## config.mk

```make
export PLATFORM = sky130hd
export DESIGN_NAME = flash_op_engine
export DESIGN_NICKNAME = d
export VERILOG_FILES = /design/src/rtl/flash_op_pkg.sv /design/src/rtl/flash_op_decode.sv /design/src/rtl/flash_op_addr.sv /design/src/rtl/flash_op_merge.sv /design/src/rtl/flash_op_engine.sv
export SDC_FILE = /design/constraint.sdc
export NUM_CORES = 1
export LEC_CHECK = 0
export ABC_AREA = 1
export BUFFER_PORTS_ARGS = -buffer_cell sky130_fd_sc_hd__buf_2
export CAP_MARGIN = 20
export CORE_ASPECT_RATIO = 2
export CORE_MARGIN = 10
export CORE_UTILIZATION = 64
export CTS_BUF_LIST = sky130_fd_sc_hd__clkbuf_16
export CTS_CLUSTER_SIZE = 16
export DETAILED_ROUTE_END_ITERATION = 12
export GPL_TIMING_DRIVEN = 0
export HOLD_SLACK_MARGIN = 0.05
export PLACE_DENSITY = 0.87
export SLEW_MARGIN = 10
export SYNTH_ARGS = -nofsm -noshare
export SYNTH_HDL_FRONTEND = slang
export SYNTH_HIERARCHICAL = 1
export SYNTH_SLANG_ARGS = --single-unit
```

## constraint.sdc

```tcl
create_clock -name clk -period 3.8 [get_ports clk]
set_clock_uncertainty 0.1 [all_clocks]
set_input_delay 0.38 -clock clk [delete_from_list [all_inputs] [get_ports clk]]
set_output_delay 0.38 -clock clk [all_outputs]
set_load 0.03 [all_outputs]
```

## src/rtl/flash_op_pkg.sv

```systemverilog
package flash_op_pkg;
  typedef enum logic [1:0] {
    OP_PROGRAM = 2'd0,
    OP_SECTOR  = 2'd1,
    OP_CHIP    = 2'd2
  } op_e;

  typedef enum logic [2:0] {
    S_IDLE    = 3'd0,
    S_RD_BUF  = 3'd1,
    S_CAP_BUF = 3'd2,
    S_RD_ARR  = 3'd3,
    S_CAP_ARR = 3'd4,
    S_WRITE   = 3'd5,
    S_FILL    = 3'd6,
    S_DONE    = 3'd7
  } seq_e;
endpackage

```

## src/rtl/flash_op_decode.sv

```systemverilog
module flash_op_decode
  import flash_op_pkg::*;
#(
  parameter int PAGE_W       = 10,
  parameter int PAGE_BYTES   = 128,
  parameter int SECTOR_PAGES = 128,
  parameter int ARRAY_PAGES  = 1024,
  parameter int CNT_W        = 18
) (
  input  logic              req_erase,
  input  logic              req_whole,
  input  logic [PAGE_W-1:0] req_page,
  output op_e               op,
  output logic [PAGE_W-1:0] start_page,
  output logic [CNT_W-1:0]  last_idx
);
  localparam int SECT_BYTES  = SECTOR_PAGES * PAGE_BYTES;
  localparam int ARRAY_BYTES = ARRAY_PAGES * PAGE_BYTES;

  logic [PAGE_W-1:0] sect_page;

  // Round the page down to its sector start when sectors hold several pages.
  generate
    if (SECTOR_PAGES > 1) begin : g_align
      assign sect_page = req_page & ~PAGE_W'(SECTOR_PAGES - 1);
    end else begin : g_noalign
      assign sect_page = req_page;
    end
  endgenerate

  always_comb begin
    op         = OP_PROGRAM;
    start_page = req_page;
    last_idx   = CNT_W'(PAGE_BYTES - 1);
    if (req_erase) begin
      if (req_whole) begin
        op         = OP_CHIP;
        start_page = '0;
        last_idx   = CNT_W'(ARRAY_BYTES - 1);
      end else begin
        op         = OP_SECTOR;
        start_page = sect_page;
        last_idx   = CNT_W'(SECT_BYTES - 1);
      end
    end
  end
endmodule

```

## src/rtl/flash_op_addr.sv

```systemverilog
module flash_op_addr #(
  parameter int                ADDR_W     = 32,
  parameter int                PAGE_W     = 10,
  parameter int                PAGE_BYTES = 128,
  parameter int                CNT_W      = 18,
  parameter logic [ADDR_W-1:0] ARRAY_BASE = '0,
  parameter logic [ADDR_W-1:0] BUF_BASE   = '0
) (
  input  logic              clk,
  input  logic              rst,
  input  logic              load,
  input  logic              step,
  input  logic [PAGE_W-1:0] start_page,
  input  logic [CNT_W-1:0]  last_idx,
  output logic [ADDR_W-1:0] buf_addr,
  output logic [ADDR_W-1:0] arr_addr,
  output logic              is_last
);
  localparam int PAGE_SH = $clog2(PAGE_BYTES);

  logic [CNT_W-1:0] idx_q;

  always_ff @(posedge clk) begin
    if (rst || load) idx_q <= '0;
    else if (step)   idx_q <= idx_q + 1'b1;
  end

  assign is_last  = (idx_q == last_idx);
  assign buf_addr = BUF_BASE + ADDR_W'(idx_q);
  assign arr_addr = ARRAY_BASE + (ADDR_W'(start_page) << PAGE_SH) + ADDR_W'(idx_q);
endmodule

```

## src/rtl/flash_op_merge.sv

```systemverilog
module flash_op_merge #(
  parameter int DATA_W = 8
) (
  input  logic              clk,
  input  logic              rst,
  input  logic              cap_buf,
  input  logic              cap_arr,
  input  logic              fill,
  input  logic [DATA_W-1:0] rdata,
  output logic [DATA_W-1:0] wdata
);
  logic [DATA_W-1:0] buf_q;
  logic [DATA_W-1:0] arr_q;

  always_ff @(posedge clk) begin
    if (rst) begin
      buf_q <= '0;
      arr_q <= '0;
    end else begin
      if (cap_buf) buf_q <= rdata;
      if (cap_arr) arr_q <= rdata;
    end
  end

  // Erase writes all-ones; program can only clear bits.
  assign wdata = fill ? {DATA_W{1'b1}} : (buf_q & arr_q);
endmodule

```

## src/rtl/flash_op_engine.sv

```systemverilog
module flash_op_engine
  import flash_op_pkg::*;
#(
  parameter int                ADDR_W       = 32,
  parameter int                DATA_W       = 8,
  parameter int                PAGE_W       = 10,
  parameter int                PAGE_BYTES   = 128,
  parameter int                SECTOR_PAGES = 128,
  parameter int                ARRAY_PAGES  = 1024,
  parameter logic [ADDR_W-1:0] ARRAY_BASE   = '0,
  parameter logic [ADDR_W-1:0] BUF_BASE     = ADDR_W'(32'h0002_0000)
) (
  input  logic              clk,
  input  logic              rst,
  input  logic              req_pending,
  input  logic              req_erase,
  input  logic              req_whole,
  input  logic [PAGE_W-1:0] req_page,
  output logic              done,
  output logic              busy,
  output logic              mem_valid,
  input  logic              mem_ready,
  output logic              mem_write,
  output logic [ADDR_W-1:0] mem_addr,
  output logic [DATA_W-1:0] mem_wdata,
  input  logic [DATA_W-1:0] mem_rdata
);
  localparam int CNT_W = $clog2(ARRAY_PAGES * PAGE_BYTES + 1);

  seq_e              state_q, state_d;
  op_e               op_q, dec_op;
  logic [PAGE_W-1:0] page_q, dec_page;
  logic [CNT_W-1:0]  last_q, dec_last;
  logic              armed_q;
  logic              accept, hs, is_last, step;
  logic [ADDR_W-1:0] buf_addr, arr_addr;

  flash_op_decode #(
    .PAGE_W(PAGE_W), .PAGE_BYTES(PAGE_BYTES), .SECTOR_PAGES(SECTOR_PAGES),
    .ARRAY_PAGES(ARRAY_PAGES), .CNT_W(CNT_W)
  ) u_decode (
    .req_erase(req_erase), .req_whole(req_whole), .req_page(req_page),
    .op(dec_op), .start_page(dec_page), .last_idx(dec_last)
  );

  flash_op_addr #(
    .ADDR_W(ADDR_W), .PAGE_W(PAGE_W), .PAGE_BYTES(PAGE_BYTES), .CNT_W(CNT_W),
    .ARRAY_BASE(ARRAY_BASE), .BUF_BASE(BUF_BASE)
  ) u_addr (
    .clk(clk), .rst(rst), .load(accept), .step(step),
    .start_page(page_q), .last_idx(last_q),
    .buf_addr(buf_addr), .arr_addr(arr_addr), .is_last(is_last)
  );

  flash_op_merge #(.DATA_W(DATA_W)) u_merge (
    .clk(clk), .rst(rst),
    .cap_buf(state_q == S_CAP_BUF), .cap_arr(state_q == S_CAP_ARR),
    .fill(op_q != OP_PROGRAM), .rdata(mem_rdata), .wdata(mem_wdata)
  );

  assign accept    = (state_q == S_IDLE) && req_pending && armed_q;
  assign mem_valid = (state_q == S_RD_BUF) || (state_q == S_RD_ARR) ||
                     (state_q == S_WRITE)  || (state_q == S_FILL);
  assign mem_write = (state_q == S_WRITE) || (state_q == S_FILL);
  assign mem_addr  = (state_q == S_RD_BUF) ? buf_addr : arr_addr;
  assign hs        = mem_valid && mem_ready;
  assign step      = hs && mem_write && !is_last;
  assign done      = (state_q == S_DONE);
  assign busy      = (state_q != S_IDLE);

  always_ff @(posedge clk) begin
    if (rst) begin
      state_q <= S_IDLE;
      op_q    <= OP_PROGRAM;
      page_q  <= '0;
      last_q  <= '0;
      armed_q <= 1'b1;
    end else begin
      state_q <= state_d;
      if (accept) begin
        op_q    <= dec_op;
        page_q  <= dec_page;
        last_q  <= dec_last;
        armed_q <= 1'b0;
      end else if (!req_pending) begin
        armed_q <= 1'b1;
      end
    end
  end

  always_comb begin
    state_d = state_q;
    unique case (state_q)
      S_IDLE:    if (accept) state_d = (dec_op == OP_PROGRAM) ? S_RD_BUF : S_FILL;
      S_RD_BUF:  if (mem_ready) state_d = S_CAP_BUF;
      S_CAP_BUF: state_d = S_RD_ARR;
      S_RD_ARR:  if (mem_ready) state_d = S_CAP_ARR;
      S_CAP_ARR: state_d = S_WRITE;
      S_WRITE:   if (mem_ready) state_d = is_last ? S_DONE : S_RD_BUF;
      S_FILL:    if (mem_ready) state_d = is_last ? S_DONE : S_FILL;
      S_DONE:    state_d = S_IDLE;
      default:   state_d = S_IDLE;
    endcase
  end
endmodule

```

# ---- Yosys cells after proc, flatten, opt, wreduce, memory -nomap -nowiden
# Cells that the tools add are included.
dict set report totals {
  output_inout_bits 44
  wordCells 61
  regBits 68
}
dict set report op_classes {
  muxes 19
  reduce_logical 16
  add_sub_neg 3
  bitwise_logic 1
  eq_ne 14
}
# cell count
set op_table {}
lappend op_table {{$mux 32} 1}
lappend op_table {{$pmux 3 s8} 1}
lappend op_table {{$mux 3} 7}
lappend op_table {{$mux 10} 2}
lappend op_table {{$add 17x18->19} 1}
lappend op_table {{$add 18x18->19 const A} 1}
lappend op_table {{$add 18x1->18 const B} 1}
lappend op_table {{$eq 18x18->1} 1}
lappend op_table {{$mux 18} 1}
lappend op_table {{$mux 17} 1}
lappend op_table {{$eq 3x3->1 const B} 4}
lappend op_table {{$and 8x8->8} 1}
lappend op_table {{$mux 8} 1}
lappend op_table {{$ne 2x2->1 const B} 4}
lappend op_table {{$eq 3x2->1 const B} 2}
lappend op_table {{$logic_and 1x1->1} 5}
lappend op_table {{$logic_or 1x1->1} 5}
lappend op_table {{$reduce_and 5->1} 1}
lappend op_table {{$mux 2} 2}
lappend op_table {{$ne 2x1->1 const B} 2}
lappend op_table {{$eq 3x1->1 const B} 1}
lappend op_table {{$logic_not 3->1} 1}
lappend op_table {{$mux 1} 3}
lappend op_table {{$reduce_bool 3->1} 1}
lappend op_table {{other kinds (3)} 3}

# ---- Longest topological paths before layout
dict set report logic_depth {
  depth_word 7
  mapped_depth 17
  ltp_nobuf 16
}

# ---- By module
# The synthesis kept the hierarchy.
# mod n_inst cells_each area_per_inst_um2 seq_area_each_um2
set modules_own_cells {}
lappend modules_own_cells {flash_op_addr 1 354 2070.7 360.3}
lappend modules_own_cells {flash_op_engine 1 232 1983.2 680.7}
lappend modules_own_cells {flash_op_merge 1 111 732.0 320.3}
lappend modules_own_cells {flash_op_decode 1 45 247.7 0.0}

# ---- Worst setup path after synthesis
# No wires, ideal clock.
dict set report synth_path {
  kind {register to output}
  start {register u_addr.idx_q[7]}
  end {output port mem_addr[15]}
  stages_incl_launch_ff 11
  required_time_ps 3320
  path_slack_ps 1529
  arrival_time_ps 1791
  path_cell_list {dfxtp_1 ha_1 inv_1 fa_1 inv_1 nand3_1 nand3_1 nand2_1 nand3_1 nand2_1 mux2_4}
}
dict set report synth_between {
  elab_chain_len 2
}
# element line_no
set synth_rtl {}
lappend synth_rtl {{start, declared} flash_op_addr.sv:21} ;# logic [CNT_W-1:0] idx_q;
lappend synth_rtl {{start signal, assigned} flash_op_addr.sv:25} ;# else if (step) idx_q <= idx_q + 1'b1;
lappend synth_rtl {{$add 17x18->19} flash_op_addr.sv:30} ;# assign arr_addr = ARRAY_BASE + (ADDR_W'(start_page) << PAGE_SH) + ADDR_W'(idx_q);
lappend synth_rtl {{named net arr_addr[15]} flash_op_engine.sv:36} ;# logic [ADDR_W-1:0] buf_addr, arr_addr;
lappend synth_rtl {{$mux 32} flash_op_engine.sv:65} ;# assign mem_addr = (state_q == S_RD_BUF) ? buf_addr : arr_addr;
lappend synth_rtl {{end, declared} flash_op_engine.sv:24} ;# output logic [ADDR_W-1:0] mem_addr,
# The timed path passes the listed nets, and every way through them passes these cells.

# ---- Worst setup path after layout
dict set report layout_path {
  start {register u_addr.idx_q[7]}
  end {output port mem_addr[13]}
}
# The elaborated chain is that of the path after synthesis.

==> results.yml <==
run_status:
  status: "complete, no violations"
timing:
  timing.final.max_slew_violations: 0
  finalHoldViolCount: 0
  fin_hold_ws_ps: 176
  finalCriticalPeriod_ps: 3180
  max_slew.worst_pin.slew_ps: 701
  finalWorstSetupSlack_ps: 620
  setup_viol: 0
  period_share_pct: 83.7
  finalSetupTns_ps: 0
  timing.fmax_mhz: 315
  slew_headroom_pct: 53.3
  grt_setup_unrepaired: "no"
logic_synthesis:
  yosysTopAreaCellShare_pct: 27.0
  ys_ff_latch: 68
  syn_area_per_cell_sq_um: 6.78
  synthCells: 742
  yosys-top-cells-area: "dfxtp_1 (27%), nand2_1 (17%), mux2_4 (8.9%)"
  ys_seq_area_share_pct: 27.0
  synth_cell_type_count: 35
  yosysWarningCount: 6
  yosysTopAreaCell: "dfxtp_1"
  syn-cell-area_sq_mm: 0.00503
setup_path:
  start_kind: "flip-flop"
  reg2reg_depth: 14
  reg2reg_slack_ps: 1080
  crit-reg2reg-launch: "u_addr/idx_q[8]"
  rr_endpoint: "u_addr/idx_q[15]"
  path_class: "flip-flop to output pin"
  cp_max_fo: 7
  cp.arrival_ps: 2700
  cp.required_ps: 3320
  critPathCaptureType: "output pin"
power:
  total_power_uw: 3210
  power-per-cell-area_mw_per_mm2: 550
  ir_worst_vdd_mv: 0.403
  power.leakage_uw: 0.00304
floorplan:
  core_sq_mm: 0.00766
  die_x_microns: 82.7
  ios: 68
  design.die.area_sq_mm: 0.0120
  die_h_microns: 145
  rows: 45
  start_util_pct: 65.7
clocking:
  clock_latency_ps: 330
  hold_buffers: 0
  ctsResizeCount: 0
  cts.sinks: 68
  cts.clk_slew.worst_paths_ps: 60
  cts_made_buffers: 9
  clock_path_buffers: 2
  cts_tree: "done"
  clockRootBuffer: "clkbuf_16"
  post_cts_buffers: 0
  cts.htree.levels: 3
placement:
  port_buffers: 54
  place.gp.congestion: 0.972
  dp_worst_setup_slack_ps: 1070
  hpwl_mm: 10.3
worst_hold_path:
  hold_class: "input port to flip-flop"
  hold_start: "req_pending"
  min_to: "armed_q"
  holdPathStages: 2
finish:
  drive_gt1_share_pct: 26.1
  multiInputGateArea_sq_mm: 0.00288
  fin_nets: 874
  n_antenna_cell: 0
  final_core_util_pct: 76.2
  mostFrequentLayoutCells: "nand2_1 (225), nor2_1 (90), inv_1 (82), dfxtp_1 (68), buf_2 (61)"
  syn2layout_area_growth_pct: 16.0
  nFillCells: 590
  mostFrequentLayoutCell: "nand2_1"
  seq_area_sq_mm: 0.00136
detailed_routing:
  viasPerCell: 5.23
  drt_first_pass_iters: 9
  via_count: 4900
  ant_nets: 0
  drtIter0Drc: 421
  drc_errors: 0
  wire_per_inst_microns: 14.4
  wl_mm: 13.5
grt:
  grt_max_degree: 14
  grt_pass1_wl_mm: 21.5
  antenna_found_initial: 0
  met1_usage_pct: 20.5
  busiest_layer: "met2"
  grt_overflow: 0
  grt_pass1_vias: 4822
  grt_use_met3_pct: 4.33
  use_met2_pct: 39.8
  grt_usage_pct: 22.4
run:
  timing.max_cap.violations: 0
## flip-flops by register name, indices dropped and copies added, names as in the netlist
| register | cells |
|---|---|
| last_q | 18 |
| op_q | 2 |
| armed_q | 1 |
| u_merge/buf_q | 8 |
| state_q | 3 |
| u_merge/arr_q | 8 |
| u_addr/idx_q | 18 |
| page_q | 10 |
## critical path, cell delays in order (launching register included)
cell,delay [ps]
dfxtp_1,550
ha_1,330
inv_1,80
fa_1,420
inv_1,110
nand3_1,80
nand3_1,150
nand2_1,80
nand2_1,80
xor2_1,60
mux2_4,250
buf_2,180
## report_power, final
group	switching, uW	internal, uW	total [uW]
clock	337	511	849
combinational	906	530	1440
sequential	95.0	834	929
## kinds of logic (layout without fill, tap and decap cells)
| group | count (synthesis) | in the layout | share of synthesized area (%) |
|---|---|---|---|
| AO/OA/AOI/OAI | 67 | 67 | 7.56 |
| AND/OR/NAND/NOR | 387 | 387 | 32.9 |
| multiplexers | 32 | 32 | 9.40 |
| flip-flops | 68 | 68 | 27.0 |
| adder cells (fa/ha/maj) | 12 | 12 | 3.13 |
| buffers and inverters | 163 | 233 | 18.0 |
| other | 3 | 34 | 0.224 |
| XOR/XNOR | 10 | 10 | 1.74 |
## synth_stat cells, drive strengths merged
cell	number
nand2	244
nor2	97
inv	89
buf	70
dfxtp	68
a21oi	53
mux2	32
nand3	29
o21ai	12
ha	11
nand4	8
nor3	7
xnor2	5
xor2	5
clkbuf	3
conb	3
a31oi	1
clkinv	1
fa	1
nor3b	1
o211ai	1
or2	1
## metal layers
metal  up-vias  wire length, microns
met3        75                   907
met1      2200                  4560
li1       2416                     -
met5         -                     0
met2       209                  6980
met4         0                  1070
## how the worst max path moves through the flow
| stage | from | to |
|---|---|---|
| after floorplan | u_addr/idx_q[7] | mem_addr[15] |
| after global placement | u_addr/idx_q[7] | mem_addr[15] |
| after detailed placement | u_addr/idx_q[7] | mem_addr[13] |
| after CTS | u_addr/idx_q[7] | mem_addr[13] |
| after global routing | u_addr/idx_q[7] | mem_addr[13] |
| final | u_addr/idx_q[7] | mem_addr[13] |
## area by class of cell
class,count,share of cell area [%]
tap,94,2.01
clock inverter,7,1.29
inverter,90,5.79
buffer,73,9.73
timing repair buffer,54,4.63
sequential,68,23.3
clock buffer,9,3.86
multi-input combinational,542,49.4
## through the flow
stage,std cells,cell area [sq um]
floorplan,773,5150
global placement,921,5540
detailed placement,921,5540
CTS,937,5840
global route,937,5840
finish,937,5840
(Power assumes the default switching activity.)
